File: src/rtl/i2c_arb_pkg.sv
package i2c_arb_pkg;
    typedef struct packed {
        logic acc;   // mismatch seen in current frame
        logic flag;  // arbitration-lost flag
        logic rel;   // SDA drive withdrawn
    } arb_state_t;

    localparam arb_state_t ARB_RESET = '{acc: 1'b0, flag: 1'b0, rel: 1'b0};
endpackage

File: src/rtl/i2c_arb_edge.sv
module i2c_arb_edge (
    input  logic clk,
    input  logic rst_n,
    input  logic lvl_i,
    output logic rise_o,
    output logic fall_o
);
    logic prev_d, prev_q;

    always_comb begin
        prev_d = lvl_i;
    end

    always_ff @(posedge clk or negedge rst_n) begin
        if (!rst_n) prev_q <= 1'b1;  // idle bus is high
        else        prev_q <= prev_d;
    end

    assign rise_o = lvl_i & ~prev_q;
    assign fall_o = ~lvl_i & prev_q;
endmodule

File: src/rtl/i2c_arb_cmp.sv
module i2c_arb_cmp #(
    parameter int IDX_W   = 4,
    parameter int ACK_IDX = 8
) (
    input  logic             tx_bit_i,
    input  logic             sda_i,
    input  logic             is_rx_i,
    input  logic [IDX_W-1:0] bit_idx_i,
    output logic             mis_o
);
    logic ack_slot;

    always_comb begin
        ack_slot = (bit_idx_i == IDX_W'(ACK_IDX));
        // only a released-high line pulled low by someone else is a loss
        mis_o    = tx_bit_i & ~sda_i & ~(is_rx_i & ack_slot);
    end
endmodule

File: src/rtl/i2c_arb_loss.sv
module i2c_arb_loss #(
    parameter int FRAME_BITS = 9
) (
    input  logic                           clk,
    input  logic                           rst_n,
    input  logic                           scl_i,
    input  logic                           sda_i,
    input  logic                           tx_bit_i,
    input  logic [$clog2(FRAME_BITS)-1:0]  bit_idx_i,
    input  logic                           is_rx_i,
    input  logic                           byte_mode_i,
    input  logic                           release_en_i,
    input  logic                           start_i,
    input  logic                           clr_i,
    output logic                           lost_o,
    output logic                           sda_oe_o
);
    import i2c_arb_pkg::*;

    localparam int IDX_W   = $clog2(FRAME_BITS);
    localparam int ACK_IDX = FRAME_BITS - 1;

    logic scl_rise, scl_fall, mis;
    logic set_ev;
    arb_state_t st_d, st_q;

    i2c_arb_edge u_edge (
        .clk    (clk),
        .rst_n  (rst_n),
        .lvl_i  (scl_i),
        .rise_o (scl_rise),
        .fall_o (scl_fall)
    );

    i2c_arb_cmp #(.IDX_W(IDX_W), .ACK_IDX(ACK_IDX)) u_cmp (
        .tx_bit_i  (tx_bit_i),
        .sda_i     (sda_i),
        .is_rx_i   (is_rx_i),
        .bit_idx_i (bit_idx_i),
        .mis_o     (mis)
    );

    always_comb begin
        st_d   = st_q;
        set_ev = 1'b0;
        if (!byte_mode_i) begin
            if (scl_rise) begin
                st_d.flag = mis;
                set_ev    = mis;
            end
        end else begin
            if (scl_rise && mis) st_d.acc = 1'b1;
            if (scl_fall && bit_idx_i == IDX_W'(ACK_IDX)) begin
                if (st_q.acc) begin
                    st_d.flag = 1'b1;
                    set_ev    = 1'b1;
                end
                st_d.acc = 1'b0;
            end
        end
        if (set_ev && release_en_i) st_d.rel = 1'b1;
        if (start_i) begin
            st_d.acc = 1'b0;
            st_d.rel = 1'b0;
        end
        if (clr_i) begin
            st_d.flag = 1'b0;
            st_d.rel  = 1'b0;
        end
    end

    always_ff @(posedge clk or negedge rst_n) begin
        if (!rst_n) st_q <= ARB_RESET;
        else        st_q <= st_d;
    end

    assign lost_o   = st_q.flag;
    assign sda_oe_o = ~st_q.rel;
endmodule

File: config.mk
export PLATFORM = sky130hd
export DESIGN_NAME = i2c_arb_loss
export DESIGN_NICKNAME = d
export VERILOG_FILES = /design/src/rtl/i2c_arb_pkg.sv /design/src/rtl/i2c_arb_edge.sv /design/src/rtl/i2c_arb_cmp.sv /design/src/rtl/i2c_arb_loss.sv
export SDC_FILE = /design/constraint.sdc
export NUM_CORES = 1
export LEC_CHECK = 0
export ABC_AREA = 1
export ABC_CLOCK_PERIOD_IN_PS = 1400
export BUFFER_PORTS_ARGS = -buffer_cell sky130_fd_sc_hd__buf_2
export CORE_AREA = 2 2 39 41
export CTS_BUF_LIST = sky130_fd_sc_hd__clkbuf_4 sky130_fd_sc_hd__clkbuf_8
export DETAILED_ROUTE_END_ITERATION = 10
export DIE_AREA = 0 0 41 43
export GPL_ROUTABILITY_DRIVEN = 0
export GPL_TIMING_DRIVEN = 0
export PLACE_DENSITY_LB_ADDON = 0.3
export SLEW_MARGIN = 20
export SYNTH_ARGS = -nofsm -noshare
export SYNTH_HDL_FRONTEND = slang
export SYNTH_SLANG_ARGS = --single-unit
File: constraint.sdc
create_clock -name clk -period 1.4 [get_ports clk]
set_input_delay 0.28 -clock clk [delete_from_list [all_inputs] [get_ports clk]]
set_output_delay 0.28 -clock clk [all_outputs]
set_load 0.02 [all_outputs]
### Yosys cells after proc, flatten, opt, wreduce, memory -nomap -nowiden

Index checks and enable logic that the tools add are counted.

* register bits after elaboration: 4
* bits in latches: 0
* RAM bits: 0
* ROM bits: 0
* bits of input ports: 14
* output and inout port bits: 2
* memories: 0

* add/subtract/negate cells: 0
* $mul: 0
* div/mod/pow operators: 0
* magnitude comparators: 0
* eq/ne operators: 3
* shift operators: 0
* multiplexer cells: 14
* bitwise logic cells: 10
* reductions and logical operators: 9

Operator list (count)
* $mux 1: 12
* $reduce_bool 3->1: 3
* $ne 3x1->1 const B: 2
* $and 1x1->1: 5
* $not 1->1: 5
* $eq 4x4->1 const B: 1
* $mux 2: 2
* $logic_and 1x1->1: 3
* $reduce_and 3->1: 1
* $reduce_and 2->1: 1
* $reduce_bool 2->1: 1

### Logic depth before layout (Yosys ltp)

Gate-level depths: netlist (run 1).

* word-level depth: 10
* mapped depth: 7
* depth with buffers taken out: 7

### Modules after synthesis

A second synthesis (run 1) with hierarchy kept.

* cell total of the unflattened synthesis: 41
* area, all modules: 271.5 µm²

By module, submodules not included
* i2c_arb_loss: instances 1, cells each 27, area an instance 192.7 µm², sequential area each 75.1 µm²
* i2c_arb_edge: instances 1, cells each 5, area an instance 41.3 µm², sequential area each 26.3 µm²
* i2c_arb_cmp: instances 1, cells each 9, area an instance 37.5 µm², sequential area each 0.0 µm²

### Least setup slack after synthesis (run 1)

OpenSTA, ideal clock, no wires.

* path kind: register to register
* from: reg u_edge.prev_q
* to: reg st_q[0] in the netlist's numbering
* arrival: 976 ps
* required time: 1327 ps
* slack: 351 ps
* stages on the path, launching flop included: 7
* path buffers: 0
* period minus slack after synthesis: 1049 ps
* cell sequence: dfstp_2 -> nand2_1 -> nor2_4 -> nand3_2 -> nand2_1 -> nand2_1 -> a21oi_2

* longest elaborated chain between the ends: 6

Ends and longest elaborated chain
* start, declared: line i2c_arb_edge.sv:8 `logic prev_d, prev_q;`
* start signal, assigned: line i2c_arb_edge.sv:16 `else prev_q <= prev_d;`
* $and 1x1->1 / $not 1->1 (equally long branches): line i2c_arb_edge.sv:20, i2c_arb_edge.sv:19
* $logic_and 1x1->1 / $and 1x1->1 (equally long branches): line i2c_arb_loss.sv:53, i2c_arb_edge.sv:19
* $mux 1, on equally long branches: line i2c_arb_loss.sv:53, i2c_arb_loss.sv:47
* $mux 1 (*): line i2c_arb_loss.sv:46 `if (!byte_mode_i) begin`
* $logic_and 1x1->1 (*): line i2c_arb_loss.sv:61 `if (set_ev && release_en_i) st_d.rel = 1'b1;`
* $reduce_bool 3->1 (no source line) (*)
* end signal, assigned: line i2c_arb_loss.sv:74 `else st_q <= st_d;`
* end, declared: line i2c_arb_loss.sv:25 `arb_state_t st_d, st_q;`

Mark *: on every way between the ends. The rest lies on a longest branch, timed or not.
A chain may end at the register's enable or synchronous reset.

### Worst setup path after layout (run 1)

Same ends and word-level chain as after synthesis.

==> results of run 1 <==
## state kept, by name, indices dropped and copies added, names as in the netlist
name           count
u_edge.prev_q      1
lost_o             1
st_q               2
## per-layer routing
metal  vias to the layer above  part of all wire (%)  GRT usage (%)
met2                         8                    49           11.6
met1                       117                    44           10.5
li1                        154                     -              -
met3                         0                   6.4           6.28
met4                         0                     0              0
met5                         -                     0              0
## cell usage after synthesis (all sizes together)
library cell	instances	area (µm²)
nand4	2	12.5
nor2	6	35.0
a21oi	3	18.8
nand3	4	30.0
and2	1	8.76
inv	8	30.0
nand2	9	36.3
dfstp	1	26.3
dfrtp	3	75.1
## placed cells by master, fill, tap and decap left out
cell / instances
a21oi_2: 1
nand4_1: 2
dfrtp_1: 3
nor2_1: 3
a21oi_1: 2
clkbuf_4: 4
dfstp_2: 1
nand2_1: 8
nand3_1: 2
nand2_2: 1
nand3_2: 2
inv_1: 8
nor2_4: 1
and2_4: 1
buf_2: 15
dlygate4sd3_1: 1
nor2_2: 2
## worst min-delay path by stage
stage                      from  slack [ns]            end
after global placement    rst_n        0.09        st_q[0]
after global routing      scl_i        0.15  u_edge.prev_q
after floorplan           rst_n       -0.02         lost_o
final                     scl_i        0.16  u_edge.prev_q
after detailed placement  rst_n        0.09        st_q[0]
after CTS                 scl_i        0.15  u_edge.prev_q
## report_power, final
part	total, W	switching, W	leakage [nW]	internal, W
Sequential	0.000125	0.00000227	0.0508	0.000122
Combinational	0.0000572	0.0000304	0.150	0.0000268
Clock	0.000176	0.0000500	0.0184	0.000126
## worst register-to-register path: cells and delay by family, from the launching register on
kind / cells / cell delay (ns)
AOI/OAI and AO/OA: 1 / 0.11
DFF: 1 / 0.52
and+or+nand+nor: 5 / 0.43
## stage by stage
step | cells | hold slack (ns)
after floorplan | 37 | -0.0156
after global placement | 68 | 0.0878
after detailed placement | 68 | 0.0923
after CTS | 73 | 0.152
after global routing | 73 | 0.154
final | 73 | 0.158
## final cells by class
class,instances,share of cell area (%)
repair buffers,16,20.9
inverters,8,7.36
flip-flops and latches,4,24.8
well taps,16,4.91
multi-input cells,25,34.7
clock buffers,4,7.36
## kinds of logic after synthesis
group	share of synthesized area, %
DFF	37.2
and+or+nand+nor	45.0
buffers and inverters	11.0
AOI/OAI and AO/OA	6.88
==> flow_summary.yaml, run 1 <==
clock_tree:
  cts_tree: "yes"
  htree_levels: 1
  clk_latency_ns: 0.23
  clkTransAtPathRegs_ns: 0.04
  cts_buffers: 3
  clk_path_buf_depth: 2
  clkSinkCount: 4
  holdBufCountCts: 1
  post_cts.repair.setup_buffers: 0
  ctsResizeCount: 0
  cts_root_buffer: "clkbuf_4"
drt:
  via_count_of_the_routed_design: 279
  number_of_drc_violations_after_detailed_routing_iteration_0: 0
  wl_per_cell_um: 7.33
  ant_nets: 0
  drc: 0
  detail_route.vias_per_cell: 3.82
  drt_pass1_iterations: 1
  wl_um: 535
worst_setup_path:
  timing.critical_path.arrival_ns: 1.28
  r2r_start: "u_edge.prev_q"
  crit_fanout: 2
  cp-start-kind: "register"
  r2r-end: "st_q[0]"
  critical_path.most_common_cell: "nand2_1"
  critical_path_endpoint: "st_q[0]"
  critical-path-max-stage-delay_ns: 0.52
  timing.critical_path.max_delay_family: "flip-flops"
  cp_data_required_time_ns: 1.56
  critical_path_depth: 6
  r2r_setup_slack_ns: 0.28
  critPathSlowestCell: "dfstp_2"
  crit_start: "u_edge.prev_q"
  path_class: "reg2reg"
  worstPathCellList: "nand2_1 -> nor2_4 -> nand3_2 -> nand2_1 -> nand2_1 -> a21oi_2"
  worst-r2r-cell-count: 6
  cp.buffers_inverters: 0
  setup.worst_path.end_class: "register"
timing:
  slew_violations: 0
  setup_tns_ns: 0
  max-slew-margin-rel_pct: 86.1
  worst-slew-pin-transition_ns: 0.208
  setup_slack_ns: 0.279
  max_freq_ghz: 0.892
  min_period_over_period_pct: 80.0
  hold_viol_final: 0
  setup_repair_after_global_routing_missed_its_margin: "false"
  fin_skew_ns: 0.00205
  setup_viol: 0
  period_minus_slack_ns: 1.12
cells_and_area:
  final.fill_count: 158
  antenna_cells_inserted: 0
  fin_util_pct: 29.5
  design.final.nets: 72
  post-route-cell-area_um2: 408
  regArea_um2: 101
  layout-drive-gt1-share_pct: 49.1
  multi_input_comb_area_um2: 141
  area_delta_synth_final_pct: 49.5
floorplan:
  ioPinCount: 16
  die_height_um: 43
  core_area_um2: 1380
  placementRows: 14
  dieArea_um2: 1760
  initial_core_utilization_pct: 19.7
  die_w_um: 41
synthesis:
  synth.cell_area_um2: 273
  synthesis.nets: 51
  ys_seq_elements: 4
  syn_area_per_cell_um2: 7.37
  synth.yosys.seq_area_share_pct: 37.2
  synth_cell_type_count: 14
  synthesized_netlist_cell_count: 37
  synth_warnings: 0
place:
  place_hpwl_um: 469
  placement.cell_area_um2: 368
  placement.setup.worst_slack_ns: 0.268
  numPortBuffers: 15
pwr:
  worst_vdd_ir_v: 0.000760
  total_power_w: 0.000358
  total_leakage_power_nw: 0.220
  p_per_area_nw_per_um2: 878
global_routing:
  leftover_overflow_at_the_end_of_global_routing: 0
  grt_start_max_net_pins: 5
  track_usage_pct: 8.17
  grt_pass1_wl_um: 966
  antenna_found_initial: 0
  first_global_vias: 256
worst_hold_path:
  hold_path_class: "in2reg"
  min_path_cells: 1
run:
  max_cap_viols: 0
status:
  run_status: "finished clean"
No activity file was read; power rests on OpenSTA's default activity.
==> inputs of run 2 (changes only) <==
--- a/config.mk
+++ b/config.mk
@@ -6,7 +6,7 @@
 export NUM_CORES = 1
 export LEC_CHECK = 0
 export ABC_AREA = 1
-export ABC_CLOCK_PERIOD_IN_PS = 1400
+export ABC_CLOCK_PERIOD_IN_PS = 1100
 export BUFFER_PORTS_ARGS = -buffer_cell sky130_fd_sc_hd__buf_2
 export CORE_AREA = 2 2 39 41
 export CTS_BUF_LIST = sky130_fd_sc_hd__clkbuf_4 sky130_fd_sc_hd__clkbuf_8
==> constraint.sdc (replaced) <==
create_clock -name clk -period 1.1 [get_ports clk]
set_input_delay 0.22 -clock clk [delete_from_list [all_inputs] [get_ports clk]]
set_output_delay 0.22 -clock clk [all_outputs]
set_load 0.02 [all_outputs]
==> run 2 against run 1 <==
Effect of this change:
- routed wire length down 0.19%
- critical endpoint unchanged
- hold slack worse by 0.060 ns
- combinational power up 29%
- sequential power up 27%
==> flow_summary.yaml, run 2 (synthesized netlist as in run 1, its figures left out) <==
status:
  run_status: "finished clean"
cells_and_area:
  registers.top_by_ff_count: "st_q"
  layout-drive-gt1-share_pct: 50.9
  area_delta_synth_final_pct: 50.5
  antenna_cells_inserted: 0
  design.final.nets: 72
  number_of_flip_flops_under_the_largest_register_name: 2
  final_cell_mix: "buf_2 (15), inv_1 (8), nand2_1 (7)"
  post_layout_nonfiller_instances: 73
  post-route-cell-area_um2: 410
  commonest_non_fill_non_tap_cell_in_the_layout: "buf_2"
  fin_util_pct: 29.7
floorplan:
  die_w_um: 41
  initial_core_utilization_pct: 19.7
  ioPinCount: 16
  core_area_um2: 1380
  dieArea_um2: 1760
  placementRows: 14
  die_height_um: 43
drt:
  number_of_drc_violations_after_detailed_routing_iteration_0: 1
  drt_pass1_iterations: 2
  detail_route.vias_per_cell: 3.84
  wl_um: 534
  ant_nets: 0
  wl_per_cell_um: 7.32
  drc: 0
  via_count_of_the_routed_design: 280
timing:
  hold_viol_final: 0
  setup_repair_after_global_routing_missed_its_margin: "true"
  setup_viol: 0
  min_period_over_period_pct: 99.0
  max_freq_ghz: 0.918
  max-slew-margin-rel_pct: 86.1
  slew_violations: 0
  fin_skew_ns: 0.00249
  period_minus_slack_ns: 1.09
  whs_ns: 0.0983
  setup_tns_ns: 0
  worst-slew-pin-transition_ns: 0.208
pwr:
  p_per_area_nw_per_um2: 1110
  total_leakage_power_nw: 0.220
  comb_power_share_pct: 16.1
  power.share.switching_pct: 23.2
  cell_internal_pwr_w: 0.000351
  flop_pwr_share_pct: 34.7
  p_switching_w: 0.000106
  worst_vdd_ir_v: 0.000971
  clkPwrFrac_pct: 49.2
clock_tree:
  clk_path_buf_depth: 2
  cts_root_buffer: "clkbuf_4"
  cts_buffers: 3
  post_cts.repair.setup_buffers: 0
  clk_latency_ns: 0.23
  clkTransAtPathRegs_ns: 0.04
  cts_tree: "yes"
  htree_levels: 1
  clkSinkCount: 4
place:
  placement.cell_area_um2: 368
  placedCellCount: 68
  numPortBuffers: 15
  place_hpwl_um: 469
worst_setup_path:
  path_class: "reg2reg"
  cp_data_required_time_ns: 1.26
  worst-r2r-cell-count: 6
  cp-start-kind: "register"
  crit_start: "u_edge.prev_q"
  r2r-end: "st_q[0]"
  r2r_start: "u_edge.prev_q"
  timing.critical_path.arrival_ns: 1.25
  setup.worst_path.end_class: "register"
  r2r_setup_slack_ns: 0.01
  crit_fanout: 2
worst_hold_path:
  holdPathEnd: "u_edge.prev_q"
  hold_path_startpoint: "scl_i"
  min_path_cells: 1
  hold_path_class: "in2reg"
global_routing:
  grt_start_max_net_pins: 5
  track_usage_pct: 8.27
  antenna_found_initial: 0
  grt_pass1_wl_um: 979
  leftover_overflow_at_the_end_of_global_routing: 0
  first_global_vias: 256
run:
  max_cap_viols: 0
## run 2: changes by cell type in the layout (fill, tap and decap cells not counted)
cell | previous run | this run
nand2_1 | 8 | 7
nand2_2 | 1 | 2
## run 2: worst max-delay path by stage
stage	cells after the start	end	slack, ns
after floorplan	6	st_q[0]	0.05
after global placement	6	st_q[0]	-0.02
after detailed placement	6	st_q[0]	-0.03
after CTS	6	st_q[0]	-0.03
after global routing	6	st_q[0]	-0.07
final	6	st_q[0]	0.01
## run 2: timing repair
item                                   4_1_cts  5_1_grt
pin swaps                                    2        1
setup endpoints to repair                    2        3
endpoints found under the hold margin        4        0
gates resized for setup                      1        0
hold buffers                                 1        0
## run 2: critical path, cell delays in order, from the launching register on
cell	delay [ns]
dfstp_2	0.53
nand2_2	0.06
nor2_4	0.09
nand3_2	0.09
nand2_1	0.08
nand2_1	0.06
a21oi_2	0.11
## run 2: final cells by class
cell class	instances	area, µm²
inverters	8	30.0
repair buffers	16	85.1
clock buffers	4	30.0
fillers	159	973
flip-flops and latches	4	101
well taps	16	20.0
multi-input cells	25	144
## run 2: per-stage QoR
stage               setup slack [ns]  total power, W
global placement             -0.0224        0.000231
global route                 -0.0720        0.000488
floorplan                     0.0512        0.000197
detailed placement           -0.0316        0.000232
finish                        0.0106        0.000457
CTS                          -0.0339        0.000467
## run 2: routing by layer
metal / vias up / wire length, µm / global-route usage, %
met5: - / 0 / 0
li1: 154 / - / -
met3: 0 / 34 / 6.28
met1: 118 / 237 / 10.8
met2: 8 / 263 / 11.6
met4: 0 / 0 / 0
## run 2: power groups by stage
stage / Combinational (W) / Sequential [W] / Clock (W)
3_3_place_gp: 0.0000704 / 0.000161 / 0
2_1_floorplan: 0.0000325 / 0.000165 / 0
6_report: 0.0000736 / 0.000159 / 0.000225
5_1_grt: 0.0000836 / 0.000160 / 0.000245
4_1_cts: 0.0000754 / 0.000159 / 0.000233
3_5_place_dp: 0.0000716 / 0.000161 / 0
==> inputs of run 3 (changes only) <==
--- a/config.mk
+++ b/config.mk
@@ -15,6 +15,7 @@
 export GPL_ROUTABILITY_DRIVEN = 0
 export GPL_TIMING_DRIVEN = 0
 export PLACE_DENSITY_LB_ADDON = 0.3
+export RECOVER_POWER = 100
 export SLEW_MARGIN = 20
 export SYNTH_ARGS = -nofsm -noshare
 export SYNTH_HDL_FRONTEND = slang
==> run 3 against run 2 <==
Effect of this change:
- setup slack is the same
- non-clock buffer count did not move
- hold slack stayed put
- fmax is the same
- sequential share of layout area up 0.076 points
- first-iteration DRC count is the same
- via count stayed put
- final area is 0.31% lower
- combinational power down 0.7%
- global-route usage stayed put
- highest routed layer unchanged
==> flow_summary.yaml, run 3 (synthesized netlist as in run 1, its figures left out) <==
timing:
  setup_tns_ns: 0
  setup_repair_after_global_routing_missed_its_margin: "true"
  setup_viol: 0
  max_freq_ghz: 0.918
  setup_slack_ns: 0.0106
  slew_violations: 0
  period_minus_slack_ns: 1.09
  min_period_over_period_pct: 99.0
  whs_ns: 0.0983
  worst-slew-pin-transition_ns: 0.215
  max-slew-margin-rel_pct: 85.7
  hold_viol_final: 0
  fin_skew_ns: 0.00249
worst_setup_path:
  cp.buffers_inverters: 0
  timing.critical_path.arrival_ns: 1.25
  crit_fanout: 2
  cp-start-kind: "register"
  timing.critical_path.max_delay_family: "flip-flops"
  critPathSlowestCell: "dfstp_2"
  critical-path-max-stage-delay_ns: 0.53
  cp_data_required_time_ns: 1.26
  critical_path.most_common_cell: "nand2_1"
  path_class: "reg2reg"
  worstPathCellList: "nand2_2 -> nor2_4 -> nand3_2 -> nand2_1 -> nand2_1 -> a21oi_2"
  setup.worst_path.end_class: "register"
global_routing:
  grt_pass1_wl_um: 979
  first_global_vias: 256
  leftover_overflow_at_the_end_of_global_routing: 0
  grt_start_max_net_pins: 5
  antenna_found_initial: 0
  track_usage_pct: 8.27
drt:
  drc: 0
  wl_per_cell_um: 7.33
  drt_pass1_iterations: 2
  detail_route.vias_per_cell: 3.84
  via_count_of_the_routed_design: 280
  wl_um: 535
  ant_nets: 0
  number_of_drc_violations_after_detailed_routing_iteration_0: 1
floorplan:
  die_w_um: 41
  placementRows: 14
  dieArea_um2: 1760
  initial_core_utilization_pct: 19.7
  ioPinCount: 16
  core_area_um2: 1380
  die_height_um: 43
clock_tree:
  clk_path_buf_depth: 2
  clkSinkCount: 4
  cts_tree: "yes"
  post_cts.repair.setup_buffers: 0
  clk_latency_ns: 0.23
  cts_buffers: 3
  cts_root_buffer: "clkbuf_4"
  clkTransAtPathRegs_ns: 0.04
  htree_levels: 1
cells_and_area:
  number_of_flip_flops_under_the_largest_register_name: 2
  post-route-cell-area_um2: 409
  design.final.nets: 72
  commonest_non_fill_non_tap_cell_in_the_layout: "buf_2"
  final_cell_mix: "buf_2 (14), inv_1 (8), nand2_1 (7)"
  area_delta_synth_final_pct: 50.0
  antenna_cells_inserted: 0
  registers.top_by_ff_count: "st_q"
  layout-drive-gt1-share_pct: 49.1
pwr:
  clkPwrFrac_pct: 49.2
  worst_vdd_ir_v: 0.000971
  cell_internal_pwr_w: 0.000351
  comb_power_share_pct: 16.0
  total_leakage_power_nw: 0.217
  p_switching_w: 0.000106
  p_per_area_nw_per_um2: 1120
  power.share.switching_pct: 23.3
  flop_pwr_share_pct: 34.8
run:
  max_cap_viols: 0
place:
  numPortBuffers: 15
  place_hpwl_um: 469
  placement.setup.worst_slack_ns: -0.0316
  placement.cell_area_um2: 368
status:
  run_status: "finished clean"
worst_hold_path:
  hold_path_class: "in2reg"
==> run 3: changes by cell type in the layout (fill, tap and decap cells not counted) <==
cell	change
buf_2	-1
clkbuf_1	+1
==> run 3: layout make-up <==
class	count	area, µm²
Fill cell	159	975
Multi-Input combinational cell	25	144
Sequential cell	4	101
Timing Repair Buffer	16	83.8
Clock buffer	4	30.0
Inverter	8	30.0
Tap cell	16	20.0
==> run 3: worst register-to-register path: cells and delay by family (launching register included) <==
family,cells,cell delay [ns]
DFF,1,0.53
and+or+nand+nor,5,0.38
AOI/OAI and AO/OA,1,0.11
==> run 3: what timing repair did <==
action                                 4_1_cts  5_1_grt
setup endpoints to repair                    2        3
resized for setup                            1        0
hold buffers                                 1        0
pin swaps                                    2        1
endpoints found under the hold margin        4        0
==> run 3: routing by layer <==
metal / vias to the layer above / part of all wire, % / GRT usage (%)
li1: 154 / - / -
met1: 118 / 44 / 10.8
met2: 8 / 49 / 11.6
met3: 0 / 6.4 / 6.28
met4: 0 / 0 / 0
met5: - / 0 / 0
==> run 3: final timing paths <==
path	startpoint	to	slack (ns)	cells after the start
worst min register to register	lost_o	lost_o	0.52	2
min in group asynchronous	rst_n	st_q[0]	0.34	2
max in group asynchronous	rst_n	u_edge.prev_q	0.51	2
worst max register to register	u_edge.prev_q	st_q[0]	0.01	6
worst min-delay path	scl_i	u_edge.prev_q	0.1	1
worst max-delay path	u_edge.prev_q	st_q[0]	0.01	6
==> run 3: metrics by stage <==
| step | utilization [%] | power (W) | std cells |
|---|---|---|---|
| after global routing | 29.6 | 0.000488 | 73 |
| after detailed placement | 26.6 | 0.000232 | 68 |
| final | 29.6 | 0.000457 | 73 |
| after CTS | 29.7 | 0.000467 | 73 |
| after floorplan | - | 0.000197 | 37 |
| after global placement | 26.6 | 0.000231 | 68 |
==> run 3: power groups by stage <==
stage | clock network (W) | registers [W] | logic, W
2_1_floorplan | 0 | 0.000165 | 0.0000325
3_3_place_gp | 0 | 0.000161 | 0.0000704
3_5_place_dp | 0 | 0.000161 | 0.0000716
4_1_cts | 0.000233 | 0.000159 | 0.0000754
5_1_grt | 0.000245 | 0.000160 | 0.0000832
6_report | 0.000225 | 0.000159 | 0.0000731
